<file path="config.mk">
export PLATFORM = sky130hd
export DESIGN_NAME = scaled_pwm_unit
export DESIGN_NICKNAME = d
export VERILOG_FILES = /design/src/rtl/spwm_pkg.sv /design/src/rtl/spwm_counter.sv /design/src/rtl/spwm_channel.sv /design/src/rtl/spwm_regs.sv /design/src/rtl/scaled_pwm_unit.sv
export SDC_FILE = /design/constraint.sdc
export NUM_CORES = 1
export LEC_CHECK = 0
export BUFFER_PORTS_ARGS = -buffer_cell sky130_fd_sc_hd__buf_2
export CELL_PAD_IN_SITES_DETAIL_PLACEMENT = 1
export CELL_PAD_IN_SITES_GLOBAL_PLACEMENT = 1
export CORE_MARGIN = 1.5
export CORE_UTILIZATION = 40
export CTS_BUF_LIST = sky130_fd_sc_hd__clkbuf_4
export CTS_CLUSTER_SIZE = 28
export DETAILED_ROUTE_END_ITERATION = 12
export PLACE_DENSITY = 0.72
export SYNTH_ARGS = -nofsm -noshare
export SYNTH_HDL_FRONTEND = slang
export SYNTH_SLANG_ARGS = --single-unit
</file>
<file path="constraint.sdc">
create_clock -name clk_i -period 3.18 [get_ports clk_i]
set_input_delay 0.159 -clock clk_i [delete_from_list [all_inputs] [get_ports clk_i]]
set_output_delay 0.159 -clock clk_i [all_outputs]
set_load 0.05 [all_outputs]
</file>
<file path="src/rtl/spwm_pkg.sv">
`timescale 1ns/1ps
package spwm_pkg;
    // configuration bit positions the counter logic decodes
    localparam int unsigned BIT_CONT = 12;
    localparam int unsigned BIT_ONCE = 13;
    // byte addresses
    localparam int unsigned OFS_CFG  = 0;
    localparam int unsigned OFS_CNT  = 8;
    localparam int unsigned OFS_VIEW = 16;
    localparam int unsigned OFS_CMP0 = 32;
    // configuration bits that are stored
    localparam logic [31:0] CFG_KEEP = 32'h1101_370F;
endpackage

</file>
<file path="src/rtl/spwm_counter.sv">
`timescale 1ns/1ps
module spwm_counter #(
    parameter int unsigned CMP_W   = 16,
    parameter int unsigned SCALE_W = 4,
    localparam int unsigned CNT_W  = CMP_W + (1 << SCALE_W) - 1
) (
    input  logic               clk_i,
    input  logic               rst_ni,
    input  logic               run_i,
    input  logic [SCALE_W-1:0] scale_i,
    input  logic               load_i,
    input  logic [CNT_W-1:0]   load_val_i,
    output logic [CNT_W-1:0]   cnt_o,
    output logic [CMP_W-1:0]   view_o,
    output logic               wrap_o
);
    typedef struct packed {
        logic [CNT_W-1:0] cnt;
    } cnt_state_t;

    cnt_state_t st_d, st_q;
    logic [CNT_W-1:0] mask;
    logic             at_top;
    logic             in_range;

    always_comb begin
        mask     = ~({CNT_W{1'b1}} << (CMP_W + int'(scale_i)));
        at_top   = (st_q.cnt & mask) == mask;
        in_range = (st_q.cnt & mask) == st_q.cnt;
        st_d     = st_q;
        if (load_i) begin
            st_d.cnt = load_val_i;
        end else if (run_i) begin
            st_d.cnt = (st_q.cnt + 1'b1) & mask;
        end
        wrap_o = run_i && at_top && !load_i;
        view_o = CMP_W'(st_q.cnt >> scale_i);
        cnt_o  = st_q.cnt;
    end

    always_ff @(posedge clk_i) begin
        if (!rst_ni) st_q <= '0;
        else         st_q <= st_d;
    end

    // counter holds when neither run bit is set
    assert_hold_R3: assert property (@(posedge clk_i) disable iff (!rst_ni)
        (!run_i && !load_i) |=> $stable(cnt_o));
    // counter steps by one inside the period
    assert_step_R3: assert property (@(posedge clk_i) disable iff (!rst_ni)
        (run_i && !load_i && !at_top && in_range) |=> (cnt_o == $past(cnt_o) + 1'b1));
    // counter returns to zero after the last step of the period
    assert_wrap_R4: assert property (@(posedge clk_i) disable iff (!rst_ni)
        (run_i && !load_i && at_top) |=> (cnt_o == '0));
endmodule

</file>
<file path="src/rtl/spwm_channel.sv">
`timescale 1ns/1ps
module spwm_channel #(
    parameter int unsigned CMP_W = 16
) (
    input  logic [CMP_W-1:0] view_i,
    input  logic [CMP_W-1:0] cmp_i,
    output logic             pwm_no
);
    logic match;

    always_comb begin
        match  = view_i < cmp_i;
        pwm_no = !match;
    end
endmodule

</file>
<file path="src/rtl/spwm_regs.sv">
`timescale 1ns/1ps
module spwm_regs
    import spwm_pkg::*;
#(
    parameter int unsigned NUM_CH  = 4,
    parameter int unsigned CMP_W   = 16,
    parameter int unsigned SCALE_W = 4,
    parameter int unsigned ADDR_W  = 6,
    parameter int unsigned DATA_W  = 32,
    localparam int unsigned CNT_W  = CMP_W + (1 << SCALE_W) - 1
) (
    input  logic                          clk_i,
    input  logic                          rst_ni,
    input  logic                          we_i,
    input  logic [ADDR_W-1:0]             addr_i,
    input  logic [DATA_W-1:0]             wdata_i,
    input  logic                          wrap_i,
    input  logic [CNT_W-1:0]              cnt_i,
    input  logic [CMP_W-1:0]              view_i,
    output logic [SCALE_W-1:0]            scale_o,
    output logic                          run_o,
    output logic [NUM_CH-1:0][CMP_W-1:0]  cmp_o,
    output logic                          cnt_load_o,
    output logic [CNT_W-1:0]              cnt_val_o,
    output logic [DATA_W-1:0]             rdata_o
);
    typedef struct packed {
        logic [DATA_W-1:0]             cfg;
        logic [NUM_CH-1:0][CMP_W-1:0]  cmp;
    } reg_state_t;

    reg_state_t st_d, st_q;
    logic       cfg_wr;

    always_comb begin
        st_d   = st_q;
        cfg_wr = we_i && (addr_i == ADDR_W'(OFS_CFG));
        if (cfg_wr) begin
            st_d.cfg = wdata_i & DATA_W'(CFG_KEEP);
        end else if (wrap_i && st_q.cfg[BIT_ONCE] && !st_q.cfg[BIT_CONT]) begin
            st_d.cfg[BIT_ONCE] = 1'b0;
        end
        for (int i = 0; i < NUM_CH; i++) begin
            if (we_i && (addr_i == ADDR_W'(OFS_CMP0 + 4 * i))) begin
                st_d.cmp[i] = wdata_i[CMP_W-1:0];
            end
        end
        cnt_load_o = we_i && (addr_i == ADDR_W'(OFS_CNT));
        cnt_val_o  = wdata_i[CNT_W-1:0];

        rdata_o = '0;
        if (addr_i == ADDR_W'(OFS_CFG))  rdata_o = st_q.cfg;
        if (addr_i == ADDR_W'(OFS_CNT))  rdata_o = DATA_W'(cnt_i);
        if (addr_i == ADDR_W'(OFS_VIEW)) rdata_o = DATA_W'(view_i);
        for (int i = 0; i < NUM_CH; i++) begin
            if (addr_i == ADDR_W'(OFS_CMP0 + 4 * i)) rdata_o = DATA_W'(st_q.cmp[i]);
        end

        scale_o = st_q.cfg[SCALE_W-1:0];
        run_o   = st_q.cfg[BIT_CONT] | st_q.cfg[BIT_ONCE];
        cmp_o   = st_q.cmp;
    end

    always_ff @(posedge clk_i) begin
        if (!rst_ni) st_q <= '0;
        else         st_q <= st_d;
    end

    // single pass ends itself at the wrap when run-forever is clear
    assert_once_clear_R7: assert property (@(posedge clk_i) disable iff (!rst_ni)
        (wrap_i && st_q.cfg[BIT_ONCE] && !st_q.cfg[BIT_CONT] && !cfg_wr)
        |=> !run_o);

    for (genvar g = 0; g < NUM_CH; g++) begin : g_cmp_chk
        // compare value acts on the next cycle, no shadow copy
        assert_cmp_direct_R8: assert property (@(posedge clk_i) disable iff (!rst_ni)
            (we_i && addr_i == ADDR_W'(OFS_CMP0 + 4 * g))
            |=> (cmp_o[g] == $past(wdata_i[CMP_W-1:0])));
    end
endmodule

</file>
<file path="src/rtl/scaled_pwm_unit.sv">
`timescale 1ns/1ps
module scaled_pwm_unit #(
    parameter int unsigned NUM_CH  = 4,
    parameter int unsigned CMP_W   = 16,
    parameter int unsigned SCALE_W = 4,
    parameter int unsigned ADDR_W  = 6,
    parameter int unsigned DATA_W  = 32
) (
    input  logic              clk_i,
    input  logic              rst_ni,
    input  logic              we_i,
    input  logic [ADDR_W-1:0] addr_i,
    input  logic [DATA_W-1:0] wdata_i,
    output logic [DATA_W-1:0] rdata_o,
    output logic [NUM_CH-1:0] pwm_no
);
    localparam int unsigned CNT_W = CMP_W + (1 << SCALE_W) - 1;

    logic [SCALE_W-1:0]           scale;
    logic                         run;
    logic [NUM_CH-1:0][CMP_W-1:0] cmp;
    logic                         cnt_load;
    logic [CNT_W-1:0]             cnt_val;
    logic [CNT_W-1:0]             cnt;
    logic [CMP_W-1:0]             view;
    logic                         wrap;

    spwm_regs #(
        .NUM_CH(NUM_CH), .CMP_W(CMP_W), .SCALE_W(SCALE_W),
        .ADDR_W(ADDR_W), .DATA_W(DATA_W)
    ) regs_i (
        .clk_i(clk_i), .rst_ni(rst_ni), .we_i(we_i), .addr_i(addr_i),
        .wdata_i(wdata_i), .wrap_i(wrap), .cnt_i(cnt), .view_i(view),
        .scale_o(scale), .run_o(run), .cmp_o(cmp), .cnt_load_o(cnt_load),
        .cnt_val_o(cnt_val), .rdata_o(rdata_o)
    );

    spwm_counter #(.CMP_W(CMP_W), .SCALE_W(SCALE_W)) counter_i (
        .clk_i(clk_i), .rst_ni(rst_ni), .run_i(run), .scale_i(scale),
        .load_i(cnt_load), .load_val_i(cnt_val), .cnt_o(cnt),
        .view_o(view), .wrap_o(wrap)
    );

    for (genvar g = 0; g < NUM_CH; g++) begin : g_ch
        spwm_channel #(.CMP_W(CMP_W)) chan_i (
            .view_i(view), .cmp_i(cmp[g]), .pwm_no(pwm_no[g])
        );
        // zero compare keeps the channel idle
        assert_idle_R6: assert property (@(posedge clk_i) disable iff (!rst_ni)
            (cmp[g] == '0) |-> pwm_no[g]);
    end

    // top window value never drives any output low
    assert_no_full_R6: assert property (@(posedge clk_i) disable iff (!rst_ni)
        (view == '1) |-> (&pwm_no));
endmodule

</file>
; ---- Word-level counts from Yosys, hierarchy flattened
; Index checks and enable logic that the tools add are counted.
[classes]
n_shift = 2
mux = 11
div_mod_pow = 0
eq_ne = 7
n_mul = 0
addsub = 2
reduce_logical = 19
magnitude_cmp = 4
n_bitwise = 4
[op_table]
columns = op, count
row1 = 31-bit two-way mux, 8
row2 = 16-bit < comparator, 4
row3 = 31-bit bitwise AND, 2
row4 = 31-bit by 32-bit << shifter with 31-bit output (first input constant), 1
row5 = 31-bit by 1-bit adder with 31-bit output (second input constant), 1
row6 = 31-bit equality test, 1
row7 = 31-bit inverter, 1
row8 = 31-bit by 4-bit right shift with 16-bit output, 1
row9 = 29-bit two-way mux, 1
row10 = 6-bit equality test (second input constant), 4
row11 = 1-bit logical AND, 10
row12 = 5-bit by 4-bit adder with 6-bit output (first input constant), 1
row13 = 6-bit by 4-bit equality test with 1-bit output (second input constant), 1
row14 = 6-bit by 5-bit equality test with 1-bit output (second input constant), 1
row15 = 1-bit zero test, 6
row16 = 6-bit zero test, 1
row17 = 2-bit nonzero test, 2
row18 = 1-bit two-way mux, 2
row19 = 1-bit bitwise OR, 1
[word_totals]
in_bits = 41
out_inout_bits = 36
latch_bits = 0
mem_bits_ro = 0
mem_bits_rw = 0
register_bits = 107
n_memories = 0

; ---- Longest topological paths before layout
; Gate-level depths: netlist of run 1.
[logic_depth]
depth_word = 11
depth_mapped = 14
ltp_nobuf = 10

; ---- Modules after synthesis
; Synthesis of run 1 repeated with hierarchy kept, for this count alone.
[unflattened]
hier_cells = 1236
area_unflattened_um2 = 9806.9
[by_module_without_submodules]
columns = mod, cells_per_inst, instances, seq_area_each_um2, area_per_inst_um2
row1 = spwm_regs, 596, 1, 1521.5, 4874.7
row2 = spwm_counter, 432, 1, 620.6, 3305.7
row3 = spwm_channel, 52, 4, 0.0, 406.6

; ---- Worst setup path after synthesis of run 1
; Ideal clock, no wire load.
[synth_path]
path_kind = register to output
start = reg regs_i.st_q, in the netlist regs_i.scale_o[1]
end = out pwm_no[2]
required_time_ns = 3.021
path_stages_with_launch = 12
arrival_ns = 3.065
path_slack_ns = -0.044
path_cell_list = dfxtp_1 > buf_6 > mux4_1 > mux2_2 > mux2_2 > ha_1 > a21oi_1 > nor2_1 > a2111oi_0 > a21oi_1 > or3_1 > buf_4
[synth_between]
elab_chain_len = 3
[synth_lines]
columns = element, line_no
row1 = "start, declared", spwm_regs.sv:32  ; reg_state_t st_d, st_q;
row2 = "start signal, assigned", spwm_regs.sv:66  ; else st_q <= st_d;
row3 = 31-bit by 4-bit right shift with 16-bit output, spwm_counter.sv:37  ; view_o = CMP_W'(st_q.cnt >> scale_i);
row4 = 16-bit < comparator, spwm_channel.sv:12  ; match = view_i < cmp_i;
row5 = 1-bit zero test, spwm_channel.sv:13  ; pwm_no = !match;
row6 = "end, declared", scaled_pwm_unit.sv:15  ; output logic [NUM_CH-1:0] pwm_no
; Every way passes these cells.

; ---- Final worst setup path of run 1
[layout_path]
start = reg regs_i.st_q, in the netlist regs_i.scale_o[1]
end = out pwm_no[0]
; Same word-level chain as after synthesis.

==> results of run 1 <==
==> flip-flops by register name, indices dropped and copies added, names as in the netlist <==
register / flops
regs_i.scale_o: 4
regs_i.st_q: 8
regs_i.cmp_o: 64
counter_i.cnt_o: 31
==> cells by family (layout without fill, tap and decap cells) <==
logic type,count (synthesis),after routing,share of synthesized area [%]
XOR/XNOR,15,15,1.51
multiplexers,65,65,13.5
adder cells (fa/ha/maj),61,61,8.79
AND/OR/NAND/NOR,415,415,22.5
buffers and inverters,160,319,7.94
other,1,1,0.0432
flip-flops,107,107,24.7
AO/OA/AOI/OAI,292,292,21.1
==> power by group through the flow <==
stage               combinational, mW  sequential [mW]  clock, mW
CTS                             0.413             1.36      0.769
global route                    0.462             1.36      0.818
finish                          0.438             1.36      0.753
floorplan                       0.220             1.38          0
global placement                0.350             1.38          0
detailed placement              0.355             1.38          0
==> synthesized netlist by cell type, types with 9 or more instances <==
| cell | count | share of area (%) |
|---|---|---|
| and2_1 | 16 | 1.2 |
| o211ai_1 | 13 | 1.1 |
| ha_1 | 61 | 8.8 |
| nor2_1 | 53 | 2.3 |
| nor4_1 | 10 | 0.72 |
| a21oi_1 | 125 | 7.2 |
| a22o_1 | 9 | 0.91 |
| nand3_1 | 30 | 1.7 |
| o22ai_1 | 10 | 0.72 |
| nor3_1 | 10 | 0.58 |
| nand2_1 | 215 | 9.3 |
| nand4_1 | 25 | 1.8 |
| a221oi_1 | 10 | 1.0 |
| o21ai_0 | 43 | 2.5 |
| and3_1 | 11 | 0.79 |
| inv_1 | 63 | 2.7 |
| mux4_2 | 34 | 8.8 |
| clkbuf_1 | 53 | 2.3 |
| a211oi_1 | 16 | 1.4 |
| dfxtp_1 | 107 | 25 |
| mux2i_1 | 17 | 2.0 |
| or3_1 | 9 | 0.65 |
| a31oi_1 | 17 | 1.2 |
| buf_2 | 20 | 1.2 |
==> worst max-delay path by stage <==
stage                 to  slack, ns
2_1_floorplan  pwm_no[0]       0.02
3_3_place_gp   pwm_no[2]      -0.32
3_5_place_dp   pwm_no[0]      -0.36
4_1_cts        pwm_no[0]      -0.64
5_1_grt        pwm_no[0]      -0.82
6_report       pwm_no[0]      -0.72
==> repair_timing <==
action,in CTS,in global routing
buffers inserted,7,8
setup endpoints to repair,15,13
pin swaps,14,30
endpoints found under the hold margin,99,0
resized for setup,64,61
hold buffers,27,0
==> worst min-delay path, stage by stage <==
cell and delay [ns]:
buf_2 0.07, and3_1 0.14, a41oi_1 0.04, o2bb2ai_1 0.12
==> stage by stage <==
step / instance area (µm²) / worst slack, ns / setup TNS (ns) / cells / utilization [%]
finish: 11000 / -0.721 / -2.79 / 1550 / 52.0
detailed placement: 9880 / -0.362 / -1.27 / 1492 / 46.7
global placement: 9880 / -0.319 / -1.01 / 1492 / 46.7
global route: 11000 / -0.825 / -3.26 / 1550 / 52.0
CTS: 10600 / -0.640 / -2.46 / 1542 / 50.2
floorplan: 8680 / 0.0232 / 0 / 1116 / -
==> layout by cell type, fill, tap and decap left out, drive strengths merged, types with 9 or more instances in the layout <==
master | Yosys | layout
nand2 | 215 | 215
buf | 38 | 209
a21oi | 125 | 125
dfxtp | 107 | 107
inv | 66 | 70
ha | 61 | 61
nor2 | 53 | 53
o21ai | 43 | 43
mux4 | 38 | 38
nand3 | 30 | 30
dlygate4sd3 | 0 | 27
nand4 | 25 | 25
and2 | 18 | 18
mux2i | 18 | 18
a31oi | 17 | 17
a211oi | 16 | 16
o211ai | 13 | 13
nor3 | 13 | 13
nor4 | 12 | 12
and3 | 11 | 11
clkbuf | 56 | 11
o22ai | 10 | 10
a221oi | 10 | 10
a22o | 9 | 9
mux2 | 9 | 9
or3 | 9 | 9
==> final cells by class <==
| class | instances | area share (%) |
|---|---|---|
| Timing Repair Buffer | 237 | 16.3 |
| Sequential cell | 107 | 19.6 |
| Tap cell | 275 | 3.13 |
| Clock inverter | 6 | 0.512 |
| Clock buffer | 10 | 0.683 |
| Inverter | 66 | 2.25 |
| Multi-Input combinational cell | 849 | 57.5 |
==> layer usage <==
metal	global-route usage [%]	vias to the layer above
li1	-	4339
met1	46.0	4775
met2	51.5	419
met3	6.76	84
met4	9.71	0
met5	0	-
==> metrics.cfg, run 1 <==
[outcome]
status = finished with violations
violations = negative setup slack

[clock_network]
clock_path_buffers = 2
cts_sinks = 107
cts_tree = built
clk_pin_slew_worst_paths_ns = 0.19
cts-root-buf = clkbuf_4
clk_latency_ns = 0.54
htreeDepth = 3
cts_buffers = 9

[global_route]
grt_max_degree = 55
grt_pass1_vias = 9477
antenna_found_initial = 0
grt_pass1_wl_um = 56200
grt.overflow.total = 0
gr-usage-all-layers_pct = 33.1

[die]
row_count = 53
die_h_um = 150
core_area_mm2 = 0.0212
io_pins = 77
die_w_um = 150
die_area_mm2 = 0.0226
start_util_pct = 41.0

[routing]
ant_nets = 0
met3WireLength_um = 2860
routed_wirelength_um = 37800
drc = 0
routed.top_layer = met4
firstDrtPassIters = 5
wl_met2_um = 16900
drt_iter0_markers = 735
wl_per_cell_um = 24.4
viasPerCell = 6.20
vias = 9617
met1Wirelength_um = 16700

[timing]
slew_viol_final = 0
clock_skew_ns = 0.0330
setup_viol = 5
hold_viol = 0
period_needed_ns = 3.90
slew_headroom_pct = 42.7
hold_slack_ns = 0.0239
period_share_pct = 123
worstMarginPinSlew_ns = 0.856
grt_setup_unrepaired = yes
postLayoutSetupSlackWorst_ns = -0.721
fmax_mhz = 256

[power]
p_leak_nw = 4.14
vdd.ir_drop.worst_v = 0.000197
internal_power_mw = 1.70
p_seq_share_pct = 53.2
p_per_area_mw_per_mm2 = 232
swShare_pct = 33.2
switching_power_mw = 0.844
combPwrFrac_pct = 17.2
p_total_mw = 2.55
p_clk_share_pct = 29.6

[synthesis]
synth_ff_type = dfxtp_1
synthesis.nets = 1218
seq_area_frac_synth_pct = 24.7
synth_area_mm2 = 0.00868
avgSynthCellArea_um2 = 7.78
ys_ff_latch = 107
synth_edf_count = 0
syn_inst = 1116
async_flop_share_pct = 0
yosysUniqueCellTypes = 73
ys_warn_count = 0

[layout]
fin_nets = 1372
n_antenna_cell = 0
drive_above_1_share_pct = 28.1
area.sequential_mm2 = 0.00215
syn_to_final_growth_pct = 26.6
n_fill_cell = 2609
multiInputGateArea_mm2 = 0.00632

[setup_path]
required_ns = 3.02
path_delay_family = multiplexers
critPathKind = reg2out
cpPeakStageDelay_ns = 0.54
r2r_setup_slack_ns = 0.58
r2r_end = regs_i.st_q[77]
end_kind = output port
crit_start = regs_i.scale_o[1]
critical_path.cell_chain = buf_12 -> mux4_2 -> mux2_4 -> mux2_4 -> buf_4 -> ha_4 -> buf_4 -> nand4_1 -> or2_2 -> a21oi_2 -> or3_4 -> buf_8
path_buf_inv = 4
crit_slowest_cell = mux4_2
critPathMaxFanout = 6
worst-path-stages = 12
reg2reg_from = counter_i.cnt_o[9]
cp.arrival_ns = 3.74
reg2reg_depth = 6
cp-start-kind = flip-flop

[hold_path]
min_from = wdata_i[27]
hold_path_end = counter_i.cnt_o[27]
min_path_type = in2reg
hold_path_depth = 4

[placement]
place_congestion = 0.981
portBuffers = 74
dp_hpwl_um = 27500

[flow_run]
cap_violations = 0

No activity file was read; power rests on OpenSTA's default activity.
==> run 2, diff against run 1 <==
--- a/config.mk
+++ b/config.mk
@@ -9,11 +9,11 @@
 export CELL_PAD_IN_SITES_DETAIL_PLACEMENT = 1
 export CELL_PAD_IN_SITES_GLOBAL_PLACEMENT = 1
 export CORE_MARGIN = 1.5
-export CORE_UTILIZATION = 40
+export CORE_UTILIZATION = 42
 export CTS_BUF_LIST = sky130_fd_sc_hd__clkbuf_4
 export CTS_CLUSTER_SIZE = 28
 export DETAILED_ROUTE_END_ITERATION = 12
-export PLACE_DENSITY = 0.72
+export PLACE_DENSITY = 0.75
 export SYNTH_ARGS = -nofsm -noshare
 export SYNTH_HDL_FRONTEND = slang
 export SYNTH_SLANG_ARGS = --single-unit
==> run 2 against run 1 <==
Compared with the run above:
- the run still ends with negative setup slack left
- wire length fell by 2.0%
- clock skew fell by 0.022 ns
- hold slack improved by 0.0089 ns
- final cell count rose by 0.45%
- utilization rose by 2.7 points
- sequential power barely moved
- clock-buffer cell count fell by 1
- fmax rose by 3.2%
- clock power rose by 11%
- via count barely moved
- critical path type unchanged
- critical endpoint is now pwm_no[1]
==> metrics.cfg, run 2 (same netlist as run 1, synthesis figures left out) <==
[clock_network]
clk_pin_slew_worst_paths_ns = 0.21  ; +0.02 ns
clk_latency_ns = 0.53  ; about the same
clock_path_buffers = 2  ; unchanged
cts_sinks = 107  ; unchanged
cts_tree = built
htreeDepth = 3  ; unchanged
cts-root-buf = clkbuf_4
cts_buffers = 9  ; unchanged

[global_route]
grt.overflow.total = 0  ; unchanged
antenna_found_initial = 0  ; unchanged
grt_pass1_wl_um = 56700  ; +0.91%
grt_pass1_vias = 9668  ; +2.0%
grt_max_degree = 39  ; -29%
gr-usage-all-layers_pct = 34.2  ; +1.1 points

[setup_path]
end_kind = output port
critical_path.cell_chain = buf_6 -> mux4_2 -> mux2_4 -> mux2_4 -> buf_6 -> ha_4 -> a21oi_2 -> o21ai_1 -> a21oi_1 -> o211ai_1 -> a41o_1 -> buf_6
cp_common_cell = buf_6
critPathKind = reg2out
required_ns = 3.02  ; about the same
crit_start = regs_i.scale_o[1]
critPathMaxFanout = 6  ; unchanged
cp.arrival_ns = 3.62  ; -0.12 ns
cp-start-kind = flip-flop
cpPeakStageDelay_ns = 0.51  ; -0.03 ns
reg2reg_from = counter_i.cnt_o[3]
crit_slowest_cell = mux4_2

[timing]
worstMarginPinSlew_ns = 0.858  ; +0.00196 ns
clock_skew_ns = 0.0112  ; -0.0218 ns
slew_headroom_pct = 42.7  ; about the same
period_needed_ns = 3.78  ; -0.119 ns
fmax_mhz = 264  ; +3.2%
period_share_pct = 119  ; -3.8 points
setup_viol = 6  ; +1
grt_setup_unrepaired = yes
slew_viol_final = 0  ; unchanged
setup_tns_ns = -2.40  ; +0.397 ns
postLayoutSetupSlackWorst_ns = -0.602  ; +0.119 ns
hold_slack_ns = 0.0328  ; +0.00887 ns
hold_viol = 0  ; unchanged

[placement]
place_area_mm2 = 0.00997  ; +0.95%
dp_hpwl_um = 27100  ; -1.1%
portBuffers = 74  ; unchanged
place_congestion = 0.986  ; +0.45%

[layout]
syn_to_final_growth_pct = 27.4
stdcell_area_mm2 = 0.0111  ; +0.66%
largest_register_ffs = 64  ; unchanged
fin_nets = 1384  ; +0.87%
n_antenna_cell = 0  ; unchanged
drive_above_1_share_pct = 28.1  ; +0.049 points
layout_common_cells = nand2_1 (212), buf_4 (135), a21oi_1 (109)
layout_commonest_cell = nand2_1

[routing]
wl_per_cell_um = 23.8  ; -2.5%
vias = 9608  ; -0.094%
ant_nets = 0  ; unchanged
drt_iter0_markers = 867  ; +18%
viasPerCell = 6.17  ; -0.54%
drc = 0  ; unchanged
firstDrtPassIters = 7  ; +2
routed_wirelength_um = 37000  ; -2.0%

[die]
start_util_pct = 42.9  ; +1.9 points
die_area_mm2 = 0.0215  ; -4.7%
die_h_um = 147  ; -2.4%
die_w_um = 147  ; -2.4%
io_pins = 77  ; unchanged
row_count = 52  ; -1.9%
core_area_mm2 = 0.0202  ; -4.3%

[hold_path]
min_path_type = in2reg
min_from = wdata_i[27]

[power]
p_per_area_mw_per_mm2 = 238  ; +2.5%
vdd.ir_drop.worst_v = 0.000187  ; -5.1%
p_leak_nw = 4.21  ; +1.8%

[flow_run]
cap_violations = 0  ; unchanged

[outcome]
violations = negative setup slack
status = finished with violations

[run 2: changes by cell type in the layout (fill, tap and decap cells not counted), sizes merged]
cell         change
buf             +10
clkinv           +1
clkinvlp         -1
dlygate4sd3      +3
clkbuf           -2
inv              +1
[run 2: layout make-up]
| type | count | area, µm² |
|---|---|---|
| Fill cell | 2498 | 9170 |
| Clock buffer | 9 | 67.6 |
| Sequential cell | 107 | 2150 |
| Inverter | 66 | 248 |
| Tap cell | 270 | 338 |
| Timing Repair Buffer | 249 | 1890 |
| Clock inverter | 7 | 93.8 |
| Multi-Input combinational cell | 849 | 6270 |
[run 2: path summary, 6_finish.rpt]
| path | slack, ns | depth (start not counted) | end |
|---|---|---|---|
| min reg2reg | 0.47 | 2 | regs_i.st_q[88] |
| min | 0.03 | 4 | counter_i.cnt_o[27] |
| max reg2reg | 0.59 | 6 | counter_i.cnt_o[19] |
| max | -0.60 | 12 | pwm_no[1] |
[run 2: worst max-delay path: cells and delay by family (launching register included)]
kind                     cells  cell delay [ns]
AO/OA/AOI/OAI                5             0.82
adder cells (fa/ha/maj)      1             0.22
buffers and inverters        3             0.43
flip-flops                   1             0.46
multiplexers                 3             1.15
[run 2: power breakdown]
part / internal [mW] / leakage [nW] / switching [mW]
sequential: 1.35 / 0.865 / 0.00860
combinational: 0.166 / 3.26 / 0.266
clock: 0.207 / 0.0849 / 0.632
total: 1.72 / 4.21 / 0.907
[run 2: metal layers]
layer	GRT usage (%)	up-vias	wire, µm	part of all wire, %
li1	-	4367	-	-
met1	47.0	4778	16300	44
met2	53.8	405	16700	45
met3	8.20	58	3020	8.2
met4	8.99	0	962	2.6
met5	0	-	0	0
[run 2: repair_timing]
action                     4_1_cts  5_1_grt
setup buffers                   12        1
hold buffers                    30        0
pin swaps                       20       13
setup endpoints to repair       11       10
gates resized for setup         86       18
hold endpoints to repair       103        0
cloned                           1        0
[run 2: per-stage QoR]
| step | setup WS (ns) | cells | power (mW) | utilization [%] |
|---|---|---|---|---|
| after detailed placement | -0.315 | 1497 | 1.74 | 49.3 |
| after floorplan | 0.0232 | 1116 | 1.60 | - |
| final | -0.602 | 1557 | 2.63 | 54.7 |
| after global routing | -0.707 | 1557 | 2.70 | 54.7 |
| after CTS | -0.539 | 1556 | 2.63 | 54.2 |
| after global placement | -0.370 | 1497 | 1.74 | 49.3 |
==> run 3, diff against run 2 <==
--- a/config.mk
+++ b/config.mk
@@ -5,15 +5,17 @@
 export SDC_FILE = /design/constraint.sdc
 export NUM_CORES = 1
 export LEC_CHECK = 0
+export ABC_AREA = 1
 export BUFFER_PORTS_ARGS = -buffer_cell sky130_fd_sc_hd__buf_2
+export CAP_MARGIN = 20
 export CELL_PAD_IN_SITES_DETAIL_PLACEMENT = 1
 export CELL_PAD_IN_SITES_GLOBAL_PLACEMENT = 1
 export CORE_MARGIN = 1.5
-export CORE_UTILIZATION = 42
+export CORE_UTILIZATION = 40
 export CTS_BUF_LIST = sky130_fd_sc_hd__clkbuf_4
 export CTS_CLUSTER_SIZE = 28
 export DETAILED_ROUTE_END_ITERATION = 12
-export PLACE_DENSITY = 0.75
+export PLACE_DENSITY = 0.76
 export SYNTH_ARGS = -nofsm -noshare
 export SYNTH_HDL_FRONTEND = slang
 export SYNTH_SLANG_ARGS = --single-unit
==> run 3 against run 2 <==
Compared with the run above:
- the flow still finishes with violations (negative setup slack)
- critical path depth shrank 1
- synthesized cell count grew 16%
- clock power shrank 12%
- sequential share of layout area grew 2.0 points
- first-iteration DRC count shrank 23%
- sequential power is essentially flat
- worst setup slack gained 0.38 ns
- clock skew grew 0.0099 ns
- global-route usage shrank 2.0 points
- synthesized area shrank 5.6%
- power shrank 3.1%
- highest routed layer unchanged
==> metrics.cfg, run 3 <==
[outcome]
status = finished with violations
violations = negative setup slack

[synthesis]
synth_area_leaders = dfxtp_1 (26%), nand2_1 (14%), o21ai_0 (9.4%), ha_1 (9.3%), a21oi_1 (6.4%)
synth_most_common_cell = nand2_1
synthesis.nets = 1396  ; +15%
synth_edf_count = 0  ; unchanged
yosysUniqueCellTypes = 46  ; -37%
yosysTopAreaCellShare_pct = 26.1  ; +1.5 points
synth_ff_type = dfxtp_1
ys_warn_count = 0  ; unchanged
avgSynthCellArea_um2 = 6.34  ; -19%
synth_area_mm2 = 0.00820  ; -5.6%
synth_common_cells = nand2_1 (299), o21ai_0 (154), inv_1 (139)
async_flop_share_pct = 0  ; unchanged
ys_ff_latch = 107  ; unchanged
syn_inst = 1294  ; +16%
seq_area_frac_synth_pct = 26.1  ; +1.5 points
yosys.area.top_type = dfxtp_1

[hold_path]
min_from = wdata_i[26]
hold_path_depth = 4  ; unchanged
hold_path_end = counter_i.cnt_o[26]
min_path_type = in2reg

[setup_path]
required_ns = 3.02  ; about the same
critPathKind = reg2out
r2r_end = counter_i.cnt_o[20]
cp-start-kind = flip-flop
reg2reg_from = counter_i.cnt_o[1]
end_kind = output port
cp.arrival_ns = 3.24  ; -0.38 ns
critPathMaxFanout = 16  ; +10
reg2reg_depth = 11  ; +5
r2r_setup_slack_ns = 0.62  ; +0.03 ns

[die]
start_util_pct = 40.7  ; -2.3 points
die_area_mm2 = 0.0214  ; -0.84%
io_pins = 77  ; unchanged
core_area_mm2 = 0.0202  ; -0.32%
row_count = 52  ; unchanged
die_w_um = 146  ; -0.42%
die_h_um = 146  ; -0.42%

[timing]
setup_tns_ns = -0.769  ; +1.63 ns
slew_viol_final = 0  ; unchanged
fmax_mhz = 294  ; +11%
worstMarginPinSlew_ns = 0.954  ; +0.0954 ns
setup_viol = 4  ; -2
clock_skew_ns = 0.0211  ; +0.00985 ns
postLayoutSetupSlackWorst_ns = -0.223  ; +0.379 ns
hold_viol = 0  ; unchanged
hold_slack_ns = 0.0371  ; +0.00426 ns
grt_setup_unrepaired = yes
slew_headroom_pct = 36.4  ; -6.3 points
period_share_pct = 107  ; -12 points
period_needed_ns = 3.40  ; -0.379 ns

[placement]
dpl.cell_count = 1624  ; +8.5%
place_area_mm2 = 0.00903  ; -9.4%
dp_hpwl_um = 25700  ; -5.3%
place_congestion = 0.935  ; -5.2%
portBuffers = 74  ; unchanged
dpl_worst_slack_ns = 0.0356  ; +0.351 ns

[flow_run]
cap_violations = 0  ; unchanged

[clock_network]
clk_pin_slew_worst_paths_ns = 0.18  ; -0.03 ns
cts_sinks = 107  ; unchanged
cts_tree = built
cts_buffers = 9  ; unchanged
clock_path_buffers = 2  ; unchanged
cts-root-buf = clkbuf_4
htreeDepth = 3  ; unchanged
clk_latency_ns = 0.52  ; about the same

[global_route]
gr-usage-all-layers_pct = 32.2  ; -2.0 points
grt_pass1_wl_um = 53600  ; -5.6%
grt_pass1_vias = 9676  ; +0.083%
grt.overflow.total = 0  ; unchanged
antenna_found_initial = 1  ; +1
grt_max_degree = 96  ; +150%

[layout]
stdcell_area_mm2 = 0.0100  ; -9.5%
fin_nets = 1516  ; +9.5%
largest_register_ffs = 64  ; unchanged
layout_common_cells = nand2_1 (286), inv_1 (136), o21ai_0 (129)
drive_above_1_share_pct = 17.2  ; -11 points
syn_to_final_growth_pct = 22.2
utilization_pct = 49.7  ; -5.0 points
layout_commonest_cell = nand2_1
stdcell_count = 1691  ; +8.6%

[power]
p_leak_nw = 4.27  ; +1.4%
p_per_area_mw_per_mm2 = 254  ; +7.0%
p_total_mw = 2.55  ; -3.1%
vdd.ir_drop.worst_v = 0.000162  ; -13%

[routing]
firstDrtPassIters = 5  ; -2
routed_wirelength_um = 34700  ; -6.2%
viasPerCell = 5.75  ; -6.9%
ant_nets = 0  ; unchanged
drt_iter0_markers = 667  ; -23%
wl_per_cell_um = 20.5  ; -14%
drc = 0  ; unchanged
vias = 9718  ; +1.1%

==> run 3: cell count changes after synthesis, moves of 10 or more <==
cell and change:
and3_1 -10, and2_1 -14, nand2_1 +84, xor2_1 +10, nor3_1 +19, inv_1 +76, a21oi_1 -20, nor2_1 +50
o21ai_0 +111, clkbuf_1 -11, nand3_1 +46, mux4_2 -34
==> run 3: cell type report <==
cell class	instances	area, µm²
timing repair buffer	180	1370
sequential	107	2150
fill	2711	10200
inverter	145	554
multi-input combinational	971	5470
clock inverter	7	62.6
tap	270	338
antenna	2	5.00
clock buffer	9	67.6
==> run 3: logic make-up after synthesis <==
group	synth area share, %
AND/OR/NAND/NOR	28.4
flip-flops	26.1
adder cells (fa/ha/maj)	9.31
multiplexers	1.10
other	0.0457
XOR/XNOR	1.92
AO/OA/AOI/OAI	22.5
buffers and inverters	10.6
==> run 3: how the worst max path moves through the flow <==
stage	startpoint	end	slack [ns]	depth (start not counted)
floorplan	regs_i.scale_o[0]	pwm_no[0]	0.55	15
global placement	regs_i.scale_o[0]	pwm_no[3]	0.03	12
detailed placement	regs_i.scale_o[0]	pwm_no[3]	0.04	13
CTS	regs_i.scale_o[0]	pwm_no[0]	-0.14	16
global route	regs_i.scale_o[0]	pwm_no[3]	-0.31	14
finish	regs_i.scale_o[0]	pwm_no[3]	-0.22	11
==> run 3: where the power goes <==
| part | total [mW] | internal (mW) | switching (mW) |
|---|---|---|---|
| Combinational | 0.443 | 0.161 | 0.282 |
| Sequential | 1.37 | 1.35 | 0.0114 |
| Clock | 0.736 | 0.175 | 0.562 |
==> run 3: per-layer routing <==
metal	GRT usage [%]	vias up	share of wire [%]
met5	0	-	0
met4	14.2	0	3.7
met3	4.56	84	5.7
met2	55.2	323	48
met1	40.2	4716	43
li1	-	4595	-
==> run 3: what timing repair did <==
action                                 CTS  global route
pin swaps                                5            13
buffers inserted                         9            10
hold buffers                            29             0
gates resized for setup                 72            47
setup endpoints to repair                8             5
endpoints found under the hold margin   50             0
gates cloned                             0             1
==> run 3: worst max-delay path, cell delays in order, from the launching register on <==
cell	delay [ns]
dfxtp_4	0.41
buf_12	0.16
o21ai_2	0.25
mux2i_1	0.15
o211ai_1	0.40
o21a_1	0.27
ha_1	0.28
a21oi_1	0.17
nor2_1	0.07
a2111oi_2	0.28
nand2_1	0.12
buf_6	0.17
